<file path="config.mk">
export PLATFORM = sky130hd
export DESIGN_NAME = sync_mem_ctrl
export DESIGN_NICKNAME = d
export VERILOG_FILES = /design/src/rtl/smc_pkg.sv /design/src/rtl/smc_rst_sync.sv /design/src/rtl/smc_seq.sv /design/src/rtl/smc_rd_path.sv /design/src/rtl/smc_wr_path.sv /design/src/rtl/sync_mem_ctrl.sv
export SDC_FILE = /design/constraint.sdc
export NUM_CORES = 1
export LEC_CHECK = 0
export BUFFER_PORTS_ARGS = -buffer_cell sky130_fd_sc_hd__buf_4
export CAP_MARGIN = 40
export CORE_MARGIN = 4
export CORE_UTILIZATION = 50
export DETAILED_ROUTE_END_ITERATION = 6
export PLACE_DENSITY = 0.84
export SLEW_MARGIN = 20
export SYNTH_ARGS = -nofsm -noshare
export SYNTH_HDL_FRONTEND = slang
export SYNTH_SLANG_ARGS = --single-unit
</file>
<file path="constraint.sdc">
create_clock -name clk -period 12.1 [get_ports clk]
set_clock_uncertainty 0.15 [all_clocks]
set_input_delay 1.815 -clock clk [delete_from_list [all_inputs] [get_ports clk]]
set_output_delay 1.815 -clock clk [all_outputs]
set_load 0.1 [all_outputs]
</file>
<file path="src/rtl/smc_pkg.sv">
package smc_pkg;

  typedef enum logic [1:0] {
    ST_IDLE  = 2'd0,
    ST_BURST = 2'd1,
    ST_DRAIN = 2'd2,
    ST_TURN  = 2'd3
  } smc_state_e;

  typedef struct packed {
    logic [1:0] rd_lat;
    logic [1:0] wr_lat;
    logic       ce_ext;
    logic       strobe_fifo;
  } smc_cfg_t;

endpackage

</file>
<file path="src/rtl/smc_rst_sync.sv">
module smc_rst_sync #(
  parameter int STAGES = 2
) (
  input  logic clk,
  input  logic rst_n,
  output logic rst_sync_n
);
  logic [STAGES-1:0] sync_q;

  always_ff @(posedge clk or negedge rst_n) begin
    if (!rst_n) sync_q <= '0;
    else        sync_q <= {sync_q[STAGES-2:0], 1'b1};
  end

  assign rst_sync_n = sync_q[STAGES-1];
endmodule

</file>
<file path="src/rtl/smc_seq.sv">
module smc_seq
  import smc_pkg::*;
#(
  parameter int ADDR_W = 20,
  parameter int DATA_W = 64,
  localparam int BE_W  = DATA_W / 8
) (
  input  logic              clk,
  input  logic              rst_n,
  input  smc_cfg_t          cfg_in,
  input  logic              req_valid,
  input  logic              req_write,
  input  logic [ADDR_W-1:0] req_addr,
  input  logic [BE_W-1:0]   req_be,
  input  logic [DATA_W-1:0] req_wdata,
  input  logic              pipe_busy,
  output logic              req_ready,
  output smc_cfg_t          cfg_q,
  output logic              cmd_v,
  output logic              cmd_wr,
  output logic [ADDR_W-1:0] cmd_addr,
  output logic [BE_W-1:0]   cmd_be,
  output logic [DATA_W-1:0] cmd_wdata,
  output logic              desel_q
);
  smc_state_e state_q, state_n;
  logic       dir_q, dir_n;
  logic       desel_n;
  logic       accept;
  logic       cfg_en;

  // Ready: always when idle, mid-burst only for the same direction
  always_comb begin
    req_ready = 1'b0;
    case (state_q)
      ST_IDLE:  req_ready = 1'b1;
      ST_BURST: req_ready = (req_write == dir_q);
      default:  req_ready = 1'b0;
    endcase
  end

  assign accept = req_valid & req_ready;
  assign cfg_en = (state_q == ST_IDLE);

  always_comb begin
    state_n = state_q;
    dir_n   = dir_q;
    desel_n = 1'b0;
    case (state_q)
      ST_IDLE: begin
        if (accept) begin
          state_n = ST_BURST;
          dir_n   = req_write;
        end
      end
      ST_BURST: begin
        if (!accept) begin
          state_n = ST_DRAIN;
          desel_n = ~cfg_q.strobe_fifo;
        end
      end
      ST_DRAIN: begin
        if (!desel_q && !pipe_busy) state_n = dir_q ? ST_IDLE : ST_TURN;
      end
      ST_TURN: state_n = ST_IDLE;
      default: state_n = ST_IDLE;
    endcase
  end

  always_ff @(posedge clk or negedge rst_n) begin
    if (!rst_n) begin
      state_q <= ST_IDLE;
      dir_q   <= 1'b0;
      desel_q <= 1'b0;
      cmd_v   <= 1'b0;
    end else begin
      state_q <= state_n;
      dir_q   <= dir_n;
      desel_q <= desel_n;
      cmd_v   <= accept;
    end
  end

  always_ff @(posedge clk or negedge rst_n) begin
    if (!rst_n) begin
      cmd_wr    <= 1'b0;
      cmd_addr  <= '0;
      cmd_be    <= '0;
      cmd_wdata <= '0;
    end else if (accept) begin
      cmd_wr    <= req_write;
      cmd_addr  <= req_addr;
      cmd_be    <= req_be;
      cmd_wdata <= req_wdata;
    end
  end

  always_ff @(posedge clk or negedge rst_n) begin
    if (!rst_n)      cfg_q <= '0;
    else if (cfg_en) cfg_q <= cfg_in;
  end
endmodule

</file>
<file path="src/rtl/smc_rd_path.sv">
module smc_rd_path #(
  parameter int DATA_W  = 64,
  parameter int LAT_W   = 2,
  localparam int MAX_LAT = (1 << LAT_W) - 1
) (
  input  logic              clk,
  input  logic              rst_n,
  input  logic              issue,
  input  logic [LAT_W-1:0]  lat,
  input  logic [DATA_W-1:0] bus_dq_i,
  output logic              oe,
  output logic              busy,
  output logic              rsp_valid,
  output logic [DATA_W-1:0] rsp_rdata
);
  logic [MAX_LAT-1:0] pipe_q;
  logic [LAT_W-1:0]   lat_eff;

  assign lat_eff = (lat == '0) ? LAT_W'(1) : lat;
  assign oe      = pipe_q[lat_eff - LAT_W'(1)];
  assign busy    = |pipe_q;

  generate
    if (MAX_LAT > 1) begin : g_shift
      always_ff @(posedge clk or negedge rst_n) begin
        if (!rst_n) pipe_q <= '0;
        else        pipe_q <= {pipe_q[MAX_LAT-2:0], issue};
      end
    end else begin : g_single
      always_ff @(posedge clk or negedge rst_n) begin
        if (!rst_n) pipe_q <= '0;
        else        pipe_q <= issue;
      end
    end
  endgenerate

  always_ff @(posedge clk or negedge rst_n) begin
    if (!rst_n) rsp_valid <= 1'b0;
    else        rsp_valid <= oe;
  end

  always_ff @(posedge clk or negedge rst_n) begin
    if (!rst_n)  rsp_rdata <= '0;
    else if (oe) rsp_rdata <= bus_dq_i;
  end
endmodule

</file>
<file path="src/rtl/smc_wr_path.sv">
module smc_wr_path #(
  parameter int DATA_W  = 64,
  parameter int LAT_W   = 2,
  localparam int MAX_LAT = (1 << LAT_W) - 1
) (
  input  logic              clk,
  input  logic              rst_n,
  input  logic              issue,
  input  logic [DATA_W-1:0] wdata,
  input  logic [LAT_W-1:0]  lat,
  output logic              dq_oe,
  output logic [DATA_W-1:0] dq_o,
  output logic              busy
);
  logic [MAX_LAT-1:0] stg_v;
  logic [DATA_W-1:0]  stg_d [MAX_LAT];

  genvar k;
  generate
    for (k = 0; k < MAX_LAT; k++) begin : g_stage
      logic              in_v;
      logic [DATA_W-1:0] in_d;
      if (k == 0) begin : g_head
        assign in_v = issue;
        assign in_d = wdata;
      end else begin : g_body
        assign in_v = stg_v[k-1];
        assign in_d = stg_d[k-1];
      end
      always_ff @(posedge clk or negedge rst_n) begin
        if (!rst_n) stg_v[k] <= 1'b0;
        else        stg_v[k] <= in_v;
      end
      always_ff @(posedge clk or negedge rst_n) begin
        if (!rst_n)    stg_d[k] <= '0;
        else if (in_v) stg_d[k] <= in_d;
      end
    end
  endgenerate

  always_comb begin
    if (lat == '0) begin
      dq_oe = issue;
      dq_o  = wdata;
    end else begin
      dq_oe = stg_v[lat - LAT_W'(1)];
      dq_o  = stg_d[lat - LAT_W'(1)];
    end
  end

  assign busy = |stg_v;
endmodule

</file>
<file path="src/rtl/sync_mem_ctrl.sv">
module sync_mem_ctrl
  import smc_pkg::*;
#(
  parameter int ADDR_W = 20,
  parameter int DATA_W = 64,
  localparam int BE_W  = DATA_W / 8,
  localparam int LAT_W = 2
) (
  input  logic              clk,
  input  logic              rst_n,
  input  logic [LAT_W-1:0]  cfg_rd_lat,
  input  logic [LAT_W-1:0]  cfg_wr_lat,
  input  logic              cfg_ce_ext,
  input  logic              cfg_strobe_fifo,
  input  logic              req_valid,
  output logic              req_ready,
  input  logic              req_write,
  input  logic [ADDR_W-1:0] req_addr,
  input  logic [BE_W-1:0]   req_be,
  input  logic [DATA_W-1:0] req_wdata,
  output logic              rsp_valid,
  output logic [DATA_W-1:0] rsp_rdata,
  output logic              bus_ce_n,
  output logic              bus_strobe_n,
  output logic              bus_oe_n,
  output logic              bus_we_n,
  output logic [BE_W-1:0]   bus_be_n,
  output logic [ADDR_W-1:0] bus_addr,
  output logic [DATA_W-1:0] bus_dq_o,
  output logic              bus_dq_oe,
  input  logic [DATA_W-1:0] bus_dq_i
);
  logic              rst_i_n;
  smc_cfg_t          cfg_in, cfg_q;
  logic              cmd_v, cmd_wr, desel;
  logic [ADDR_W-1:0] cmd_addr;
  logic [BE_W-1:0]   cmd_be;
  logic [DATA_W-1:0] cmd_wdata;
  logic              rd_oe, rd_busy, wr_busy;

  assign cfg_in = '{rd_lat: cfg_rd_lat, wr_lat: cfg_wr_lat,
                    ce_ext: cfg_ce_ext, strobe_fifo: cfg_strobe_fifo};

  smc_rst_sync #(.STAGES(2)) u_rst (
    .clk(clk), .rst_n(rst_n), .rst_sync_n(rst_i_n)
  );

  smc_seq #(.ADDR_W(ADDR_W), .DATA_W(DATA_W)) u_seq (
    .clk(clk), .rst_n(rst_i_n), .cfg_in(cfg_in),
    .req_valid(req_valid), .req_write(req_write), .req_addr(req_addr),
    .req_be(req_be), .req_wdata(req_wdata), .pipe_busy(rd_busy | wr_busy),
    .req_ready(req_ready), .cfg_q(cfg_q), .cmd_v(cmd_v), .cmd_wr(cmd_wr),
    .cmd_addr(cmd_addr), .cmd_be(cmd_be), .cmd_wdata(cmd_wdata),
    .desel_q(desel)
  );

  smc_rd_path #(.DATA_W(DATA_W), .LAT_W(LAT_W)) u_rd (
    .clk(clk), .rst_n(rst_i_n), .issue(cmd_v & ~cmd_wr),
    .lat(cfg_q.rd_lat), .bus_dq_i(bus_dq_i), .oe(rd_oe), .busy(rd_busy),
    .rsp_valid(rsp_valid), .rsp_rdata(rsp_rdata)
  );

  smc_wr_path #(.DATA_W(DATA_W), .LAT_W(LAT_W)) u_wr (
    .clk(clk), .rst_n(rst_i_n), .issue(cmd_v & cmd_wr), .wdata(cmd_wdata),
    .lat(cfg_q.wr_lat), .dq_oe(bus_dq_oe), .dq_o(bus_dq_o), .busy(wr_busy)
  );

  // Bus strobes derived from registered command and pipeline state
  always_comb begin
    bus_ce_n = ~(cmd_v | (cfg_q.ce_ext & rd_oe));
    if (cfg_q.strobe_fifo) bus_strobe_n = ~(cmd_v & ~cmd_wr);
    else                   bus_strobe_n = ~(cmd_v | desel);
    bus_oe_n = ~rd_oe;
    bus_we_n = ~(cmd_v & cmd_wr);
    if (!cmd_v)     bus_be_n = '1;
    else if (cmd_wr) bus_be_n = ~cmd_be;
    else            bus_be_n = '0;
    bus_addr = cmd_addr;
  end
endmodule

</file>
==> impl_metrics.toml, run 1 <==
[critical_path]
r2r_end = "u_wr.g_stage[1].in_v"
worst-path-max-fanout = 51
cpPeakStageDelay_ns = 0.65
timing.rr.start = "u_rst.sync_q[1]"
cp_slowest_cell = "buf_4"
cp_top_family = "buffers and inverters"
path_class = "flip-flop to output port"
worst-path-buf-inv = 5
cp.depth = 9
r2r_setup_slack_ns = 9.15
crit_path_cell_trace = "buf_4 > buf_12 > inv_1 > ha_4 > nor2b_4 > buf_4 > a221oi_1 > a21oi_1 > buf_4"
critical_path_arrival_ns = 3.78
crit_path_end_kind = "output port"
cp_common_cell = "buf_4"
rr_worst_depth = 5
startpoint_type = "flip-flop"
critPathRequiredTime_ns = 10.14

[route]
drt-pass1-iter-count = 4
wl_per_cell_um = 20.3
drc = 0
antenna_left = 0
routed_wl_mm = 42.3
via_per_inst = 5.70
vias = 11918
first_iter_violations = 662

[timing]
timing.final.crit_period_ns = 5.74
finalSetupTns_ns = 0
relSlewSlack = 0.437
worst_pin_slew_ns = 0.845
report.final.setup_viol = 0
rsz0062_at_grt = "no"
slew_viol_final = 0
finalCritPeriodShare = 0.475
finalHoldViolations = 0
max_freq_mhz = 174

[hold_path]
hp-start = "u_rst.sync_q[0]"
hold_path_end = "u_rst.sync_q[1]"
hold_depth = 0
hp-class = "flip-flop to flip-flop"

[cts]
clk_latency_ns = 0.52
cts-resized-gates = 0
ctsHtreeMaxLevel = 2
cts_sinks = 369
clock-root-buffer = "clkbuf_16"
cts_tree = "yes"
postCtsHoldBufs = 0
cts_buffers = 41
postCtsSetupRepairBufs = 0
cts.path.max_buffers = 3
path_clk_slew_ns = 0.05

[floorplanning]
num_rows = 66
dieArea_um2 = 36200
die_h_um = 190
initial_utilization = 0.508
die_w_um = 190
core_um2 = 32700
pin_count = 329

[logic_synthesis]
syn-instance-count = 1326
synth_common_cells = "dfrtp_1, mux2_2, o21ai_0, nand2_1, nor2_1"
yosysTopAreaCellShare = 0.556
yosys_register_bits = 369
yosysWarnings = 0
synthesis.area_um2 = 16600
synthArstFlopShare = 1.00
syn_nets = 1493
ys_seq_area_frac = 0.556
ys_types = 30
synth-main-ff-cell = "dfrtp_1"
ys_top_cells_by_area = "dfrtp_1, mux2_2, mux2i_1"
yosysMostFrequentCell = "dfrtp_1"
synth_edf_count = 0
synth_top_cell_by_area = "dfrtp_1"
avgSynthCellArea_um2 = 12.5

[place]
place.gp.congestion = 0.745
portBuffers = 328
place_inst = 2016
hpwl_mm = 27.5
dpl_cell_area_um2 = 19500

[flow_run]
cap_viol_max_count = 0

[final_layout]
layout-drive-gt1-share = 0.437
final_area_um2 = 20900
area_growth_pct = 25.5
diodes = 0
fin_nets = 1787
stdcell_count = 2090

[grt]
overflow = 0
grt_max_degree = 90
grt_pass1_wl_mm = 67.8
grtUsageTotal = 0.228
grt_pass1_vias = 12770
antenna_found_initial = 0

[status]
outcome = "complete, no violations"
## through the flow
stage,hold WS (ns),utilization,worst slack [ns]
2_1_floorplan,0.181,-,0.904
3_3_place_gp,0.188,0.592,6.68
3_5_place_dp,0.192,0.596,6.90
4_1_cts,0.205,0.636,6.34
5_1_grt,0.205,0.638,6.19
6_report,0.201,0.638,6.36
## logic make-up after synthesis
kind of cell	synth area share
other	0.000226
AOI/OAI and AO/OA	0.116
and+or+nand+nor	0.0369
adders and majority gates	0.000753
muxes	0.246
DFF	0.556
xor gates and xnor gates	0.000527
buffers and inverters	0.0436
## cells in the final DEF, fill, tap and decap left out, types with 2 or more instances in the layout
| cell | count |
|---|---|
| a21oi_1 | 68 |
| a221o_1 | 64 |
| a221oi_1 | 64 |
| buf_12 | 2 |
| buf_16 | 5 |
| buf_4 | 347 |
| clkbuf_1 | 10 |
| clkbuf_16 | 42 |
| clkbuf_8 | 10 |
| clkinv_2 | 6 |
| dfrtp_1 | 363 |
| dfrtp_2 | 2 |
| dfrtp_4 | 4 |
| inv_1 | 68 |
| mux2_2 | 252 |
| mux2_4 | 40 |
| mux2i_1 | 65 |
| nand2_1 | 70 |
| nor2_1 | 68 |
| nor2b_1 | 4 |
| o21ai_0 | 74 |
## routing by layer
metal  global-route usage  routed length, µm  part of all wire  vias up
met3               0.0608               3370             0.080       67
met1                0.296              17700              0.42     6051
li1                     -                  -                 -     5391
met4               0.0586                977             0.023        0
met5                    0                  0                 0        -
met2                0.383              20300              0.48      409
## sequential cells by signal (all words and copies together), names as in the netlist
signal and count:
u_seq.cfg_q 6, u_wr.g_stage.in_d 128, u_rst.sync_q 2, u_seq.dir_q 1, u_seq.cmd_wdata 64, u_rd.pipe_q 3, u_wr.g_stage.in_v 2, u_seq.cmd_be 8
u_seq.cmd_v 1, u_wr.stg_v 1, u_rd.rsp_valid 1, u_seq.cmd_addr 20, u_wr.stg_d 64, u_rd.rsp_rdata 64, u_seq.cmd_wr 1, u_seq.state_q 2
u_seq.desel_q 1
## how the worst max path moves through the flow
| stage | startpoint | endpoint | slack (ns) |
|---|---|---|---|
| after floorplan | u_rst.sync_q[1] | u_rd.pipe_q[0] | 0.90 |
| after global placement | u_seq.cfg_q[2] | bus_dq_o[14] | 6.68 |
| after detailed placement | u_seq.cfg_q[2] | bus_dq_o[19] | 6.90 |
| after CTS | u_seq.cfg_q[2] | bus_dq_o[19] | 6.34 |
| after global routing | u_seq.cfg_q[2] | bus_dq_o[4] | 6.19 |
| final | u_seq.cfg_q[2] | bus_dq_o[19] | 6.36 |
## cell type report
class / instances / area, µm²
fill: 2473 / 11800
sequential: 369 / 9250
multi-input combinational: 786 / 6710
timing repair buffer: 354 / 2780
clock buffer: 62 / 1230
tap: 442 / 553
inverter: 68 / 255
clock inverter: 9 / 85.1
Power of run 1 is not shown: default switching activity piles up to over one toggle a cycle in this logic, so the estimate is an artifact.
==> run 2, diff against run 1 <==
PLACE_DENSITY = 0.87   (was 0.84)
clock period = 4.9 ns   (was 12.1 ns; I/O delays follow)
==> impl_metrics.toml, run 2 (same netlist as run 1, synthesis figures left out) <==
[final_layout]
mostFrequentLayoutCell = "dfrtp_1"
stdcell_count = 2087
n_fill_cell = 2380
final_cell_mix = "dfrtp_1, buf_4, mux2_2"
area_growth_pct = 26.1
fin_nets = 1782
layout-drive-gt1-share = 0.436
largest_reg_flops = 128

[route]
wl_per_cell_um = 20.6
first_iter_violations = 676
routed_wl_mm = 43.1
antenna_left = 0
drt-pass1-iter-count = 5
drc = 0
vias = 11897
via_per_inst = 5.70

[grt]
use_met2 = 0.392
grtUsageTotal = 0.231
grt_max_degree = 142
top_usage_layer = "met2"
grt_pass1_vias = 12714
use_met1 = 0.284
overflow = 0
use_met3 = 0.0676
antenna_found_initial = 1
grt_pass1_wl_mm = 67.9

[cts]
cts_buffers = 40
clk_latency_ns = 0.54
ctsHtreeMaxLevel = 2
cts_sinks = 369
path_clk_slew_ns = 0.06
cts.path.max_buffers = 3
clock-root-buffer = "clkbuf_16"
cts_tree = "yes"

[timing]
max_freq_mhz = 242
report.final.setup_viol = 0
timing.final.crit_period_ns = 4.14
finalCritPeriodShare = 0.844
finalHoldViolations = 0
worst_pin_slew_ns = 0.843
slew_viol_final = 0
finalSetupTns_ns = 0
relSlewSlack = 0.438
rsz0062_at_grt = "no"

[place]
place_inst = 2011
hpwl_mm = 27.4
portBuffers = 328
place.gp.congestion = 0.783

[floorplanning]
core_um2 = 32700
die_h_um = 190
initial_utilization = 0.508
dieArea_um2 = 36200
num_rows = 66
pin_count = 329
die_w_um = 190

[critical_path]
path_class = "flip-flop to output port"
crit_path_end_kind = "output port"
critical_path_arrival_ns = 3.25
worst-path-max-fanout = 41
critPathRequiredTime_ns = 4.01
startpoint_type = "flip-flop"

[hold_path]
hp-class = "flip-flop to asynchronous set/reset pin"

[flow_run]
cap_viol_max_count = 0

[status]
outcome = "complete, no violations"
## run 2: cell types whose count changed in the layout (fill, tap and decap cells not counted), moves of 2 or more
cell       before  now
bufinv_16       1    6
buf_12          2    5
buf_4         347  340
clkbuf_8       10    8
## run 2: metrics by stage
step / setup slack, ns / utilization / hold WS [ns] / instance area, µm²
6_report: 0.765 / 0.641 / 0.199 / 21000
5_1_grt: 0.617 / 0.641 / 0.223 / 21000
4_1_cts: 0.625 / 0.638 / 0.203 / 20900
3_5_place_dp: 1.25 / 0.595 / 0.189 / 19400
3_3_place_gp: 1.33 / 0.593 / 0.188 / 19400
2_1_floorplan: 0.393 / - / 0.181 / 16600
## run 2: repair_timing
action                    in CTS  in global routing
hold buffers                   1                  0
gates resized for setup        0                  0
hold endpoints to repair       2                  0
setup buffers                  0                  0
## run 2: final timing paths
check	startpoint	end	slack [ns]	depth (start not counted)
max in group asynchronous	u_rst.sync_q[1]	u_wr.g_stage[2].in_v	3.18	1
min	u_rst.sync_q[1]	u_wr.stg_d[51]	0.20	0
min in group clk	u_rst.sync_q[0]	u_rst.sync_q[1]	0.20	0
min reg2reg	u_rst.sync_q[1]	u_wr.stg_d[51]	0.20	0
max	u_seq.cfg_q[2]	bus_dq_o[60]	0.76	7
max reg2reg	u_seq.cmd_v	u_wr.g_stage[1].in_d[36]	2.23	4
## run 2: layout make-up
class | instances | area [µm²] | share of cell area
timing repair buffer | 350 | 2770 | 0.132
inverter | 68 | 255 | 0.0122
sequential | 369 | 9250 | 0.441
clock inverter | 12 | 221 | 0.0106
multi-input combinational | 786 | 6710 | 0.320
tap | 442 | 553 | 0.0264
antenna | 1 | 2.50 | 0.000119
clock buffer | 59 | 1190 | 0.0570
## run 2: critical path, cell delays in order, from the launching register on
cell and delay, ns:
dfrtp_2 0.37, inv_1 0.08, ha_4 0.53, buf_4 0.60, mux2_2 0.42, a221oi_1 0.31, a21oi_1 0.08, buf_4 0.25
## run 2: per-layer routing
| metal | part of all wire | up-vias |
|---|---|---|
| met5 | 0 | - |
| met4 | 0.028 | 0 |
| met3 | 0.083 | 85 |
| li1 | - | 5377 |
| met2 | 0.49 | 447 |
| met1 | 0.40 | 5988 |
Power of run 2 is left out for the same reason.
==> run 3, diff against run 2 <==
clock period = 3.5 ns   (was 4.9 ns; I/O delays follow)
==> impl_metrics.toml, run 3 (same netlist as run 1, synthesis figures left out) <==
[floorplanning]
die_w_um = 190
core_um2 = 32700
die_h_um = 190
initial_utilization = 0.508
dieArea_um2 = 36200
pin_count = 329
num_rows = 66

[final_layout]
fin_nets = 1796
stdcell_count = 2095
mostFrequentLayoutCell = "dfrtp_1"
area_growth_pct = 31.3
final_cell_mix = "dfrtp_1, buf_4, mux2_2"
diodes = 0
layout-drive-gt1-share = 0.493
largest_reg_flops = 128

[flow_run]
cap_viol_max_count = 0

[route]
routed_wl_mm = 43.8
drc = 0
drt-pass1-iter-count = 5
via_per_inst = 5.74
antenna_left = 0
first_iter_violations = 636
vias = 12025
wl_per_cell_um = 20.9

[timing]
max_freq_mhz = 296
rsz0062_at_grt = "yes"
finalHoldViolations = 0
report.final.setup_viol = 0
worst_pin_slew_ns = 0.762
relSlewSlack = 0.492
finalCritPeriodShare = 0.964
whs_ns = 0.0764
slew_viol_final = 0
timing.final.crit_period_ns = 3.38

[hold_path]
hp-start = "req_wdata[2]"
hold_depth = 2
hold_path_end = "u_seq.cmd_wdata[2]"
hp-class = "input pin to flip-flop"

[place]
hpwl_mm = 28.2
portBuffers = 328
place.gp.congestion = 0.785
place_inst = 2028

[cts]
ctsHtreeMaxLevel = 2
path_clk_slew_ns = 0.07
postCtsSetupRepairBufs = 0
cts_sinks = 369
clk_latency_ns = 0.53
clock-root-buffer = "clkbuf_16"
cts.path.max_buffers = 3
cts_tree = "yes"
cts_buffers = 40

[grt]
grt_pass1_vias = 13072
antenna_found_initial = 0
grt_pass1_wl_mm = 69.1
overflow = 0
grt_max_degree = 100
grtUsageTotal = 0.233

[critical_path]
critPathRequiredTime_ns = 2.82
path_class = "flip-flop to output port"
r2r_setup_slack_ns = 1.00
timing.rr.start = "u_seq.cfg_q[5]"
startpoint_type = "flip-flop"
r2r_end = "u_rd.rsp_rdata[33]"
worst-path-max-fanout = 28
rr_worst_depth = 4
crit_path_end_kind = "output port"
critical_path_arrival_ns = 2.70

[status]
outcome = "complete, no violations"
## run 3: cell count changes in the layout (fill, tap and decap cells not counted), moves of 3 or more
cell      previous run  this run
a221oi_2             0        18
buf_16               4         1
clkbuf_1             9         2
buf_12               5         9
a221oi_1            64        46
a21oi_2              0        11
buf_4              340       350
a21oi_4              1        55
a21oi_1             68         3
## run 3: worst max-delay path by stage
| stage | start | to | slack, ns | cells after the start |
|---|---|---|---|---|
| after global routing | u_seq.cfg_q[2] | bus_dq_o[22] | -0.03 | 7 |
| after floorplan | u_rst.sync_q[1] | u_rd.pipe_q[0] | -0.29 | 0 |
| after detailed placement | u_seq.cfg_q[2] | bus_dq_o[48] | 0.51 | 6 |
| after CTS | u_seq.cfg_q[2] | bus_dq_o[48] | 0.001 | 7 |
| final | u_seq.cfg_q[2] | bus_dq_o[22] | 0.12 | 7 |
| after global placement | u_seq.cfg_q[2] | bus_dq_o[62] | 0.57 | 6 |
## run 3: metrics by stage
stage	cell area [µm²]	setup slack, ns	setup TNS (ns)	utilization
floorplan	17300	-0.287	-105.87	-
global placement	20200	0.571	0	0.618
detailed placement	20300	0.514	0	0.620
CTS	21700	0.00105	0	0.664
global route	21800	-0.0276	-0.0343	0.667
finish	21800	0.124	0	0.667
## run 3: timing repair
action | CTS | global route
hold endpoints to repair | 2 | 0
hold buffers | 1 | 0
setup endpoints to repair | 6 | 26
resized for setup | 2 | 20
## run 3: area by class of cell
| cell class | count | area [µm²] |
|---|---|---|
| multi-input cells | 786 | 7470 |
| well taps | 442 | 553 |
| fillers | 2276 | 10900 |
| clock buffers | 53 | 1180 |
| inverters | 68 | 255 |
| repair buffers | 364 | 2880 |
| flip-flops and latches | 369 | 9250 |
| clock inverters | 13 | 235 |
## run 3: routing by layer
layer / global-route usage / part of all wire
met5: 0 / 0
met4: 0.0768 / 0.030
met3: 0.0456 / 0.067
met2: 0.404 / 0.50
met1: 0.296 / 0.41
## run 3: worst max-delay path, stage by stage (launching register included)
cell      delay, ns
dfrtp_2        0.36
inv_1          0.07
ha_4           0.39
buf_12         0.23
mux2_2         0.36
a221oi_1       0.44
a21oi_4        0.06
buf_4          0.25
Power of run 3 is left out for the same reason.
